File: config.mk
export PLATFORM = sky130hd
export DESIGN_NAME = llsc_monitor
export DESIGN_NICKNAME = d
export VERILOG_FILES = /design/src/rtl/llsc_pkg.sv /design/src/rtl/llsc_order.sv /design/src/rtl/llsc_slot.sv /design/src/rtl/llsc_monitor.sv
export SDC_FILE = /design/constraint.sdc
export NUM_CORES = 1
export LEC_CHECK = 0
export BUFFER_PORTS_ARGS = -buffer_cell sky130_fd_sc_hd__buf_2
export CAP_MARGIN = 20
export CORE_ASPECT_RATIO = 0.7
export CORE_UTILIZATION = 30
export CTS_BUF_LIST = sky130_fd_sc_hd__clkbuf_8
export DETAILED_ROUTE_END_ITERATION = 10
export PLACE_DENSITY_LB_ADDON = 0.25
export RECOVER_POWER = 50
export SYNTH_ARGS = -nofsm -noshare
export SYNTH_HDL_FRONTEND = slang
export SYNTH_HIERARCHICAL = 1
export SYNTH_SLANG_ARGS = --single-unit
File: constraint.sdc
create_clock -name clk -period 3.32 [get_ports clk]
set_input_delay 0.332 -clock clk [delete_from_list [all_inputs] [get_ports clk]]
set_output_delay 0.332 -clock clk [all_outputs]
set_load 0.05 [all_outputs]
File: src/rtl/llsc_pkg.sv
package llsc_pkg;

  typedef enum logic [1:0] {
    OP_IDLE  = 2'b00,
    OP_LINK  = 2'b01,
    OP_COND  = 2'b10,
    OP_STORE = 2'b11
  } llsc_op_e;

  // Two byte addresses name the same aligned word when they agree above the offset bits.
  function automatic logic word_eq(input logic [63:0] a, input logic [63:0] b,
                                   input int unsigned ofs);
    return (a >> ofs) == (b >> ofs);
  endfunction

endpackage

File: src/rtl/llsc_order.sv
module llsc_order
  import llsc_pkg::*;
#(
  parameter int NUM_REQ = 4,
  parameter int ADDR_W  = 32,
  parameter int OFS_W   = 2
) (
  input  logic [2*NUM_REQ-1:0]      kind,
  input  logic [NUM_REQ*ADDR_W-1:0] addr,
  input  logic [NUM_REQ-1:0]        rsv_valid,
  input  logic [NUM_REQ*ADDR_W-1:0] rsv_addr,
  output logic [NUM_REQ-1:0]        ok,
  output logic [NUM_REQ-1:0]        commit,
  output logic [NUM_REQ-1:0]        lost,
  output logic [NUM_REQ-1:0]        kill
);

  function automatic llsc_op_e op_at(input logic [2*NUM_REQ-1:0] v, input int i);
    return llsc_op_e'(v[2*i +: 2]);
  endfunction

  function automatic logic [63:0] addr_at(input logic [NUM_REQ*ADDR_W-1:0] v, input int i);
    return 64'(v[i*ADDR_W +: ADDR_W]);
  endfunction

  // Lanes resolve in index order: a lane sees the committed writes of all lower lanes.
  always_comb begin
    logic blocked;
    ok     = '0;
    commit = '0;
    lost   = '0;
    kill   = '0;
    for (int i = 0; i < NUM_REQ; i++) begin
      blocked = 1'b0;
      for (int j = 0; j < i; j++)
        if (commit[j] && word_eq(addr_at(addr, j), addr_at(addr, i), OFS_W)) blocked = 1'b1;
      case (op_at(kind, i))
        OP_STORE: commit[i] = 1'b1;
        OP_COND: begin
          if (rsv_valid[i] && !blocked &&
              word_eq(addr_at(rsv_addr, i), addr_at(addr, i), OFS_W)) begin
            ok[i]     = 1'b1;
            commit[i] = 1'b1;
          end
        end
        default: ;
      endcase
    end
    for (int i = 0; i < NUM_REQ; i++) begin
      for (int j = 0; j < NUM_REQ; j++) begin
        if (commit[j] && rsv_valid[i] &&
            word_eq(addr_at(addr, j), addr_at(rsv_addr, i), OFS_W)) kill[i] = 1'b1;
        if (j > i && commit[j] && op_at(kind, i) == OP_LINK &&
            word_eq(addr_at(addr, j), addr_at(addr, i), OFS_W)) lost[i] = 1'b1;
      end
    end
  end

endmodule

File: src/rtl/llsc_slot.sv
module llsc_slot #(
  parameter int ADDR_W = 32
) (
  input  logic              clk,
  input  logic              rst_n,
  input  logic              link_i,
  input  logic              cond_i,
  input  logic              lost_i,
  input  logic              kill_i,
  input  logic [ADDR_W-1:0] addr_i,
  output logic              valid_o,
  output logic [ADDR_W-1:0] addr_o
);

  always_ff @(posedge clk) begin
    if (!rst_n) begin
      valid_o <= 1'b0;
      addr_o  <= '0;
    end else if (cond_i) begin
      valid_o <= 1'b0;
    end else if (link_i) begin
      valid_o <= !lost_i;
      addr_o  <= addr_i;
    end else if (kill_i) begin
      valid_o <= 1'b0;
    end
  end

  assert_cond_clears_R4: assert property (@(posedge clk) disable iff (!rst_n)
    cond_i |=> !valid_o);

  assert_kill_clears_R5: assert property (@(posedge clk) disable iff (!rst_n)
    (kill_i && !link_i) |=> !valid_o);

  assert_lost_link_R8: assert property (@(posedge clk) disable iff (!rst_n)
    (link_i && lost_i && !cond_i) |=> !valid_o);

  assert_reset_clears_R10: assert property (@(posedge clk)
    !rst_n |=> !valid_o);

endmodule

File: src/rtl/llsc_monitor.sv
module llsc_monitor
  import llsc_pkg::*;
#(
  parameter int NUM_REQ = 4,
  parameter int ADDR_W  = 32,
  parameter int OFS_W   = 2
) (
  input  logic                      clk,
  input  logic                      rst_n,
  input  logic [2*NUM_REQ-1:0]      req_kind,
  input  logic [NUM_REQ*ADDR_W-1:0] req_addr,
  output logic [NUM_REQ-1:0]        sc_ok,
  output logic [NUM_REQ-1:0]        commit
);

  logic [NUM_REQ-1:0]        rsv_valid;
  logic [NUM_REQ*ADDR_W-1:0] rsv_addr;
  logic [NUM_REQ-1:0]        link_lost;
  logic [NUM_REQ-1:0]        rsv_kill;

  llsc_order #(.NUM_REQ(NUM_REQ), .ADDR_W(ADDR_W), .OFS_W(OFS_W)) u_order (
    .kind      (req_kind),
    .addr      (req_addr),
    .rsv_valid (rsv_valid),
    .rsv_addr  (rsv_addr),
    .ok        (sc_ok),
    .commit    (commit),
    .lost      (link_lost),
    .kill      (rsv_kill)
  );

  for (genvar g = 0; g < NUM_REQ; g++) begin : g_slot
    logic is_link, is_cond, is_store;
    assign is_link  = llsc_op_e'(req_kind[2*g +: 2]) == OP_LINK;
    assign is_cond  = llsc_op_e'(req_kind[2*g +: 2]) == OP_COND;
    assign is_store = llsc_op_e'(req_kind[2*g +: 2]) == OP_STORE;

    llsc_slot #(.ADDR_W(ADDR_W)) u_slot (
      .clk     (clk),
      .rst_n   (rst_n),
      .link_i  (is_link),
      .cond_i  (is_cond),
      .lost_i  (link_lost[g]),
      .kill_i  (rsv_kill[g]),
      .addr_i  (req_addr[g*ADDR_W +: ADDR_W]),
      .valid_o (rsv_valid[g]),
      .addr_o  (rsv_addr[g*ADDR_W +: ADDR_W])
    );

    assert_ok_needs_resv_R1: assert property (@(posedge clk) disable iff (!rst_n)
      sc_ok[g] |-> (rsv_valid[g] && is_cond && commit[g] &&
        word_eq(64'(rsv_addr[g*ADDR_W +: ADDR_W]), 64'(req_addr[g*ADDR_W +: ADDR_W]), OFS_W)));

    assert_store_commits_R11: assert property (@(posedge clk) disable iff (!rst_n)
      is_store |-> (commit[g] && !sc_ok[g]));

    for (genvar h = g + 1; h < NUM_REQ; h++) begin : g_pair
      assert_single_winner_R7: assert property (@(posedge clk) disable iff (!rst_n)
        (sc_ok[g] && word_eq(64'(req_addr[g*ADDR_W +: ADDR_W]),
                             64'(req_addr[h*ADDR_W +: ADDR_W]), OFS_W)) |-> !sc_ok[h]);
    end
  end

endmodule

==> results.json, run 1 <==
{
  "finalCritPeriodShare": 1.05,
  "cp_num_buf_inv": 5,
  "coreArea_um2": 43700,
  "setup_violations": 2,
  "cts_max_level": 4,
  "status": "complete, but fails checks",
  "wl_met1_mm": 34.4,
  "clock.fmax_mhz": 287,
  "met3WireLength_mm": 10.1,
  "crit_slowest_cell": "dfxtp_2",
  "cp-start-kind": "flip-flop",
  "power_leakage_nw": 6.28,
  "vias_per_cell": 5.56,
  "min_period_ns": 3.49,
  "holdBufCountCts": 0,
  "start_util": 0.305,
  "cp.arrival_ns": 3.15,
  "syn_nets": 1822,
  "cts-root-buf": "clkbuf_8",
  "die_h_um": 178,
  "syn_avg_cell_area_um2": 7.91,
  "gp_congestion": 1.16,
  "rsz0062_at_grt": "true",
  "gr-total-overflow": 0,
  "critPathKind": "reg2out",
  "grt_pass1_wl_mm": 108,
  "fin_util": 0.381,
  "cp-startpoint": "g_slot[0].u_slot/addr_o[16]$_SDFFE_PN0P_",
  "ant_nets": 0,
  "crit_path_end_kind": "output pin",
  "hold_path.class": "in2reg",
  "io_pins": 146,
  "worst_pin_slew_ns": 2.31,
  "max_slew_margin": -0.538,
  "drc": 0,
  "crit_fanout": 4,
  "drt-pass1-iter-count": 5,
  "critPathMaxStageDelay_ns": 0.33,
  "fin_ws_ns": -0.167,
  "vdd_drop_max_mv": 0.251,
  "io_buffers": 137,
  "worstPathCellList": "xor2_1, nor4_1, nand4_1, buf_6, o21a_4, o211ai_1, a31oi_1, buf_4, a21oi_4, buf_4, inv_1, buf_6",
  "grt_max_degree": 53,
  "rows": 64,
  "maxCapViolations": 1,
  "die_area_um2": 45300,
  "drv_slew": 53,
  "grt_pass1_vias": 13300,
  "postSynthCellCount": 1684,
  "via_count": 14300,
  "wl_per_cell_um": 31.6,
  "antenna_found_initial": 0,
  "failed_checks": "capacitance limit, slew limit, setup timing",
  "antenna_cells": 0,
  "yosysWarnings": 6,
  "clk_latency_ns": 0.52,
  "tritoncts": "done",
  "fin_nets": 2098,
  "timing_hold_violations_final": 0,
  "n_fill_cell": 4686,
  "crit_cells": 12,
  "total_power_mw": 5.21,
  "drive_above_1_share": 0.265,
  "crit_family": "compound AO/OA/AOI/OAI gates",
  "post-dp-hpwl_mm": 63.0,
  "p_per_area_nw_per_um2": 313,
  "wl_met2_mm": 32.7,
  "reg2reg_depth": 14,
  "path_clk_slew_ns": 0.09,
  "syn_area_um2": 13300,
  "fin_skew_ns": 0.0157,
  "holdCritStartpoint": "req_addr[19]",
  "cts_buffers": 17,
  "clock-sinks": 124,
  "die_w_um": 254,
  "grt_usage": 0.355,
  "r2r-start": "g_slot[0].u_slot/addr_o[16]$_SDFFE_PN0P_",
  "clockBufferDepth": 2,
  "area_delta_synth_final_pct": 25.0,
  "top_layer": "met4",
  "holdPathStages": 3,
  "first_iter_violations": 2065,
  "required_ns": 2.99,
  "finalWirelength_mm": 81.1
}
[per-stage QoR]
step | instances | instance area, µm² | TNS, ns | hold WS [ns] | setup WS, ns
floorplan | 1684 | 13300 | 0 | 0.434 | 0.0909
global route | 2566 | 16700 | -0.492 | 0.0964 | -0.264
finish | 2566 | 16700 | -0.322 | 0.112 | -0.167
detailed placement | 2529 | 16100 | -0.954 | 0.576 | -0.279
global placement | 2529 | 16100 | -0.827 | 0.565 | -0.237
CTS | 2568 | 16600 | -0.278 | 0.0840 | -0.192
[where the power goes]
| group | leakage (nW) | switching (mW) | total [mW] | internal [mW] |
|---|---|---|---|---|
| sequential | 1.01 | 0.0644 | 1.62 | 1.55 |
| combinational | 5.05 | 1.25 | 2.03 | 0.781 |
| clock | 0.211 | 0.742 | 1.57 | 0.824 |
[metal layers]
| layer | vias to the layer above | GRT usage |
|---|---|---|
| li1 | 6087 | - |
| met1 | 6888 | 0.485 |
| met2 | 1061 | 0.515 |
| met3 | 231 | 0.103 |
| met4 | 0 | 0.151 |
| met5 | - | 0 |
[timing repair]
| item | 4_1_cts | 5_1_grt |
|---|---|---|
| buffers inserted | 8 | 0 |
| gates resized for setup | 21 | 15 |
| endpoints found under the setup margin | 5 | 9 |
| pin swaps | 10 | 11 |
[cell usage in the layout, fill, tap and decap left out, types with 2 or more instances in the layout]
cell type   instances
a21boi_0           64
a21boi_1           57
a21oi_1             5
a311oi_1            2
a31oi_1             2
and2_1              3
buf_12              3
buf_2             131
buf_4             310
buf_6               6
bufinv_16           4
clkbuf_1            4
clkbuf_2            2
clkbuf_8           18
clkinv_2            4
clkinvlp_4          3
dfxtp_1           116
dfxtp_2             8
inv_1               9
inv_2               2
nand2_1           256
nand3_1            10
nand4_1           121
nor2_1              8
nor2b_1             8
nor2b_2             4
nor3_1              8
nor3b_1             8
nor4_1             89
nor4_2              7
nor4b_1             3
o211ai_1            3
o221ai_1            4
o22ai_1             3
or2b_4              4
xnor2_1           369
xor2_1            289
xor2_2              2
[sequential cells by signal (all words and copies together) (netlist names)]
signal                 cells
g_slot.u_slot/addr_o     120
g_slot.u_slot/valid_o      4
[worst register-to-register path, cell delays in order, from the launching register on]
cell and delay, ns:
dfxtp_2 0.33, xor2_1 0.15, nor4_1 0.33, nand4_1 0.23, buf_6 0.19, o21a_4 0.25, o211ai_1 0.26, a31oi_1 0.14
buf_4 0.16, a21oi_4 0.22, buf_4 0.17, o221ai_1 0.16, nor3b_1 0.28, a21oi_1 0.07, nor3b_1 0.18
[path summary, 6_finish.rpt]
check	to	slack, ns
worst max-delay path	commit[3]	-0.17
worst min-delay path	g_slot[0].u_slot/addr_o[19]$_SDFFE_PN0P_	0.11
worst max register to register	g_slot[0].u_slot/valid_o$_SDFFE_PP0P_	0.12
worst min register to register	g_slot[3].u_slot/addr_o[23]$_SDFFE_PN0P_	0.56
[layout make-up]
cell class              count  area (µm²)  share of cell area
clock buffers              18         248              0.0149
clock inverters            13         175              0.0105
inverters                  11        43.8             0.00263
multi-input cells        1350        9820               0.589
flip-flops and latches    124        2490               0.150
well taps                 594         743              0.0446
repair buffers            456        3140               0.188
(Power assumes the default switching activity.)
==> run 2, diff against run 1 <==
--- a/config.mk
+++ b/config.mk
@@ -5,6 +5,7 @@
 export SDC_FILE = /design/constraint.sdc
 export NUM_CORES = 1
 export LEC_CHECK = 0
+export ABC_AREA = 1
 export BUFFER_PORTS_ARGS = -buffer_cell sky130_fd_sc_hd__buf_2
 export CAP_MARGIN = 20
 export CORE_ASPECT_RATIO = 0.7
==> run 2 against run 1 <==
  * The flow finishes with violations (capacitance limit, slew limit)
  * Sequential power increased by 6%
  * Global-route usage increased by 8.5 points
  * Register-to-register slack improved by 0.40 ns
  * Synthesized cell count increased by 53%
  * Sequential share of layout area decreased by 2.0 points
  * Cell count increased by 43%
  * Routed wire length increased by 39%
  * Critical path type unchanged
  * Largest cell class unchanged
==> results.json, run 2 <==
{
  "grt_usage": 0.440,
  "die_h_um": 189,
  "min_period_ns": 3.26,
  "fin_nets": 3134,
  "wl_per_cell_um": 30.8,
  "worst_pin_slew_ns": 3.04,
  "cts-root-buf": "clkbuf_8",
  "path_clk_slew_ns": 0.11,
  "crit_fanout": 5,
  "cts_buffers": 17,
  "crit_slowest_cell": "dfxtp_1",
  "critPathMaxStageDelay_ns": 0.43,
  "grt_pass1_vias": 18500,
  "largest_register_ffs": 120,
  "start_util": 0.308,
  "yosysWarnings": 6,
  "status": "complete, but fails checks",
  "tritoncts": "done",
  "cts_max_level": 4,
  "p_clk_frac": 0.287,
  "gr-total-overflow": 0,
  "crit_family": "simple AND/OR/NAND/NOR gates",
  "via_count": 20600,
  "drive_above_1_share": 0.257,
  "antenna_found_initial": 2,
  "syn_area_um2": 14900,
  "critPathKind": "reg2out",
  "ant_nets": 0,
  "p_int_mw": 3.46,
  "fin_skew_ns": 0.0286,
  "syn_nets": 2709,
  "top_register": "g_slot.u_slot/addr_o",
  "postSynthCellCount": 2571,
  "finalWirelength_mm": 113,
  "timing_hold_violations_final": 0,
  "cp.arrival_ns": 2.93,
  "holdBufCountCts": 0,
  "multi_input_area_um2": 10000,
  "crit_path_end_kind": "output pin",
  "drv_slew": 124,
  "seq_power_share": 0.274,
  "layout_common_cells": "nand2_1, buf_4, nor2_1",
  "total_power_mw": 6.27,
  "top_regs": "g_slot.u_slot/addr_o: 120 flops, g_slot.u_slot/valid_o: 4 flops",
  "die_area_um2": 50600,
  "n_fill_cell": 5433,
  "maxCapViolations": 4,
  "failed_checks": "capacitance limit, slew limit",
  "swShare": 0.448,
  "grt_pass1_wl_mm": 151,
  "power_switching_mw": 2.80,
  "drc": 0,
  "clock-sinks": 124,
  "combPwrFrac": 0.438,
  "coreArea_um2": 48500,
  "syn_avg_cell_area_um2": 5.80,
  "io_buffers": 137,
  "power_leakage_nw": 9.66,
  "max_slew_margin": -1.03,
  "gp_congestion": 1.09,
  "fin_util": 0.403,
  "cp-start-kind": "flip-flop",
  "vias_per_cell": 5.62,
  "vdd_drop_max_mv": 0.235,
  "first_iter_violations": 3435,
  "fin_ws_ns": 0.0617,
  "clk_latency_ns": 0.54,
  "fin_hold_ws_ns": 0.155,
  "seq_area_um2": 2530,
  "clock.fmax_mhz": 307,
  "finalCritPeriodShare": 0.981,
  "hold_path.class": "in2reg",
  "setup_violations": 0,
  "p_per_area_nw_per_um2": 321,
  "final_common_cell": "nand2_1",
  "required_ns": 2.99,
  "worstPathCellList": "inv_2, or2_2, nand3_1, nor2_1, nand2_1, nor2_2, nand2_2, nor2_4, nand2_4, nand2_4, buf_4, and2_1, nor2_4, nand2_8, buf_4, nor2_2, buf_6",
  "post-dp-hpwl_mm": 93.9,
  "die_w_um": 269,
  "drt-pass1-iter-count": 6,
  "cp_num_buf_inv": 4,
  "place_ws_ns": -0.0483,
  "clockBufferDepth": 2,
  "rows": 67,
  "io_pins": 146,
  "area_delta_synth_final_pct": 30.8,
  "grt_max_degree": 47
}
==> run 2: metal layers <==
| metal | vias up | global-route usage | share of wire |
|---|---|---|---|
| li1 | 8944 | - | - |
| met1 | 9907 | 0.648 | 0.45 |
| met2 | 1551 | 0.589 | 0.38 |
| met3 | 215 | 0.121 | 0.13 |
| met4 | 0 | 0.176 | 0.044 |
| met5 | - | 0 | 0 |
==> run 2: path summary, 6_finish.rpt <==
kind                                             from                                  endpoint  slack, ns  cells past startpoint
max          g_slot[1].u_slot/addr_o[26]$_SDFFE_PN0P_                                  sc_ok[3]       0.06                     17
min                                      req_addr[27]  g_slot[0].u_slot/addr_o[27]$_SDFFE_PN0P_       0.16                      5
max reg2reg  g_slot[2].u_slot/addr_o[12]$_SDFFE_PN0P_     g_slot[2].u_slot/valid_o$_SDFFE_PP0P_       0.52                     12
min reg2reg   g_slot[1].u_slot/addr_o[4]$_SDFFE_PN0P_   g_slot[1].u_slot/addr_o[4]$_SDFFE_PN0P_       0.52                      2
==> run 2: what timing repair did <==
| item | 4_1_cts | 5_1_grt |
|---|---|---|
| gates resized for setup | 37 | 43 |
| pin swaps | 5 | 21 |
| setup buffers | 2 | 6 |
| setup endpoints to repair | 3 | 4 |
==> run 2: cell type report <==
class,count,share of cell area
multi-input combinational,1896,0.514
inverter,356,0.0693
clock buffer,17,0.0120
antenna,2,0.000257
clock inverter,15,0.0120
timing repair buffer,601,0.221
tap,655,0.0420
sequential,124,0.130
==> run 2: power groups by stage <==
stage          Clock (mW)  Combinational, mW  Sequential, mW
2_1_floorplan           0               1.31            1.73
3_3_place_gp            0               2.59            1.74
3_5_place_dp            0               2.59            1.74
4_1_cts              1.82               2.61            1.71
5_1_grt              1.87               2.84            1.73
6_report             1.80               2.75            1.72
==> run 2: per-stage QoR <==
stage	setup TNS, ns	cells	cell area [µm²]
6_report	0	3666	19500
5_1_grt	-0.0150	3665	19500
4_1_cts	0	3659	19400
3_5_place_dp	-0.0823	3625	18800
3_3_place_gp	-0.245	3625	18800
2_1_floorplan	0	2571	14900
==> run 2: worst reg2reg max path, stage by stage (launching register included) <==
cell,delay [ns]
dfxtp_1,0.33
buf_4,0.17
xnor2_1,0.37
nand4_1,0.15
a2111oi_0,0.66
buf_4,0.23
nand4_1,0.08
nor4_1,0.27
nand2_1,0.12
nand2_1,0.08
inv_1,0.04
a21oi_1,0.13
nor2_1,0.07
==> run 3, diff against run 2 <==
--- a/config.mk
+++ b/config.mk
@@ -9,6 +9,7 @@
 export BUFFER_PORTS_ARGS = -buffer_cell sky130_fd_sc_hd__buf_2
 export CAP_MARGIN = 20
 export CORE_ASPECT_RATIO = 0.7
+export CORE_MARGIN = 2
 export CORE_UTILIZATION = 30
 export CTS_BUF_LIST = sky130_fd_sc_hd__clkbuf_8
 export DETAILED_ROUTE_END_ITERATION = 10
==> run 3 against run 2 <==
  * The run ends with capacitance limit, slew limit, setup timing left
  * Cell count increased by 1.5%
  * Fmax decreased by 2.4%
  * Setup slack got worse by 0.081 ns
  * Flip-flop and latch count unchanged
  * Sequential share of layout area decreased by 0.32 points
==> results.json, run 3 (synthesized netlist as in run 2, its figures left out) <==
{
  "min_period_ns": 3.34,
  "top_register": "g_slot.u_slot/addr_o",
  "cp.arrival_ns": 3.01,
  "largest_register_ffs": 120,
  "coreArea_um2": 49200,
  "setup_violations": 1,
  "finalWirelength_mm": 116,
  "final_cells": 3720,
  "layout_common_cells": "nand2_1, buf_4, nor2_1",
  "crit_family": "simple AND/OR/NAND/NOR gates",
  "p_per_area_nw_per_um2": 315,
  "cts_max_level": 4,
  "grt_pass1_wl_mm": 155,
  "worst_pin_slew_ns": 2.99,
  "critPathMaxStageDelay_ns": 0.40,
  "placed_cells": 3682,
  "gr-total-overflow": 0,
  "n_fill_cell": 5547,
  "wl_per_cell_um": 31.3,
  "drv_slew": 124,
  "max_slew_margin": -0.999,
  "grt_usage": 0.440,
  "io_pins": 146,
  "drc": 0,
  "cts-root-buf": "clkbuf_8",
  "die_h_um": 191,
  "drt-pass1-iter-count": 8,
  "clock-sinks": 124,
  "fin_nets": 3179,
  "drive_above_1_share": 0.265,
  "tritoncts": "done",
  "grt_max_degree": 125,
  "io_buffers": 137,
  "worstPathCellList": "inv_1, nand2_1, nand4_1, nor2_1, nand2_1, nor2_2, nand2_2, nor2_4, nand2_4, nand2_4, nand2_2, nand2_2, nand2_4, nand2_2, nand2_4, buf_6, nor2_4, buf_8",
  "gp_congestion": 1.08,
  "area_delta_synth_final_pct": 33.4,
  "cp_num_buf_inv": 3,
  "fin_ws_ns": -0.0196,
  "required_ns": 2.99,
  "die_w_um": 271,
  "ant_nets": 0,
  "cp-start-kind": "flip-flop",
  "antenna_found_initial": 9,
  "crit_path_end_kind": "output pin",
  "first_iter_violations": 3655,
  "die_area_um2": 51500,
  "finalCritPeriodShare": 1.01,
  "setup_tns_ns": -0.0196,
  "via_count": 20900,
  "clockBufferDepth": 2,
  "clock.fmax_mhz": 299,
  "path_clk_slew_ns": 0.11,
  "vdd_drop_max_mv": 0.197,
  "maxCapViolations": 4,
  "crit_fanout": 4,
  "clk_latency_ns": 0.55,
  "failed_checks": "capacitance limit, slew limit, setup timing",
  "fin_skew_ns": 0.0331,
  "timing_hold_violations_final": 0,
  "post-dp-hpwl_mm": 95.9,
  "crit_slowest_cell": "dfxtp_4",
  "critPathKind": "reg2out",
  "cts_buffers": 17,
  "vias_per_cell": 5.63,
  "hold_path.class": "in2reg",
  "grt_pass1_vias": 18600,
  "power_leakage_nw": 9.91,
  "top_regs": "g_slot.u_slot/addr_o: 120 flops, g_slot.u_slot/valid_o: 4 flops",
  "start_util": 0.303,
  "rows": 68,
  "final_common_cell": "nand2_1",
  "status": "complete, but fails checks"
}
-- run 3: worst paths after layout --
check                                                               from                                  endpoint  slack (ns)  cells after the start
worst min-delay path                                        req_addr[95]  g_slot[2].u_slot/addr_o[31]$_SDFFE_PN0P_        0.17                      5
worst max-delay path            g_slot[1].u_slot/addr_o[31]$_SDFFE_PN0P_                                  sc_ok[3]       -0.02                     18
worst max register to register  g_slot[0].u_slot/addr_o[27]$_SDFFE_PN0P_     g_slot[0].u_slot/valid_o$_SDFFE_PP0P_        0.39                     12
worst min register to register   g_slot[0].u_slot/addr_o[4]$_SDFFE_PN0P_   g_slot[0].u_slot/addr_o[4]$_SDFFE_PN0P_        0.53                      2
-- run 3: stage by stage --
| stage | setup WS (ns) | instance area, µm² | hold WS, ns | util | power (mW) |
|---|---|---|---|---|---|
| final | -0.0196 | 19900 | 0.170 | 0.405 | 6.27 |
| after global routing | -0.0115 | 19900 | 0.179 | 0.405 | 6.42 |
| after CTS | 0.0112 | 19700 | 0.150 | 0.402 | 6.14 |
| after floorplan | 0.484 | 14900 | 0.448 | - | 3.03 |
| after global placement | -0.293 | 19200 | 0.510 | 0.390 | 4.43 |
| after detailed placement | -0.258 | 19200 | 0.519 | 0.390 | 4.43 |
-- run 3: cell type report --
cell class / count / area [µm²] / share of cell area
Multi-Input combinational cell: 1896 / 10100 / 0.506
Timing Repair Buffer: 646 / 4710 / 0.237
Sequential cell: 124 / 2520 / 0.127
Inverter: 356 / 1350 / 0.0678
Tap cell: 665 / 832 / 0.0418
Clock buffer: 17 / 234 / 0.0118
Clock inverter: 14 / 186 / 0.00937
Antenna cell: 2 / 5.00 / 0.000251
-- run 3: layer usage --
| layer | GRT usage | vias up | part of all wire |
|---|---|---|---|
| li1 | - | 9025 | - |
| met1 | 0.639 | 10000 | 0.44 |
| met2 | 0.617 | 1589 | 0.39 |
| met3 | 0.113 | 265 | 0.12 |
| met4 | 0.162 | 6 | 0.043 |
| met5 | 0 | - | 0.00035 |
-- run 3: worst register-to-register path, delay by kind of cell, from the launching register on --
family	cells	cell delay, ns
AOI/OAI and AO/OA	2	0.55
xor gates and xnor gates	1	0.38
buffers and inverters	3	0.47
DFF	1	0.37
and+or+nand+nor	6	1.06
-- run 3: power breakdown --
part	switching [mW]	internal, mW
combinational	1.84	1.02
sequential	0.147	1.58
clock	0.919	0.759
total	2.91	3.36
-- run 3: what timing repair did --
action | CTS | global route
endpoints found under the setup margin | 4 | 3
resized for setup | 40 | 43
setup buffers | 0 | 4
pin swaps | 10 | 17
hold buffers | 0 | 0
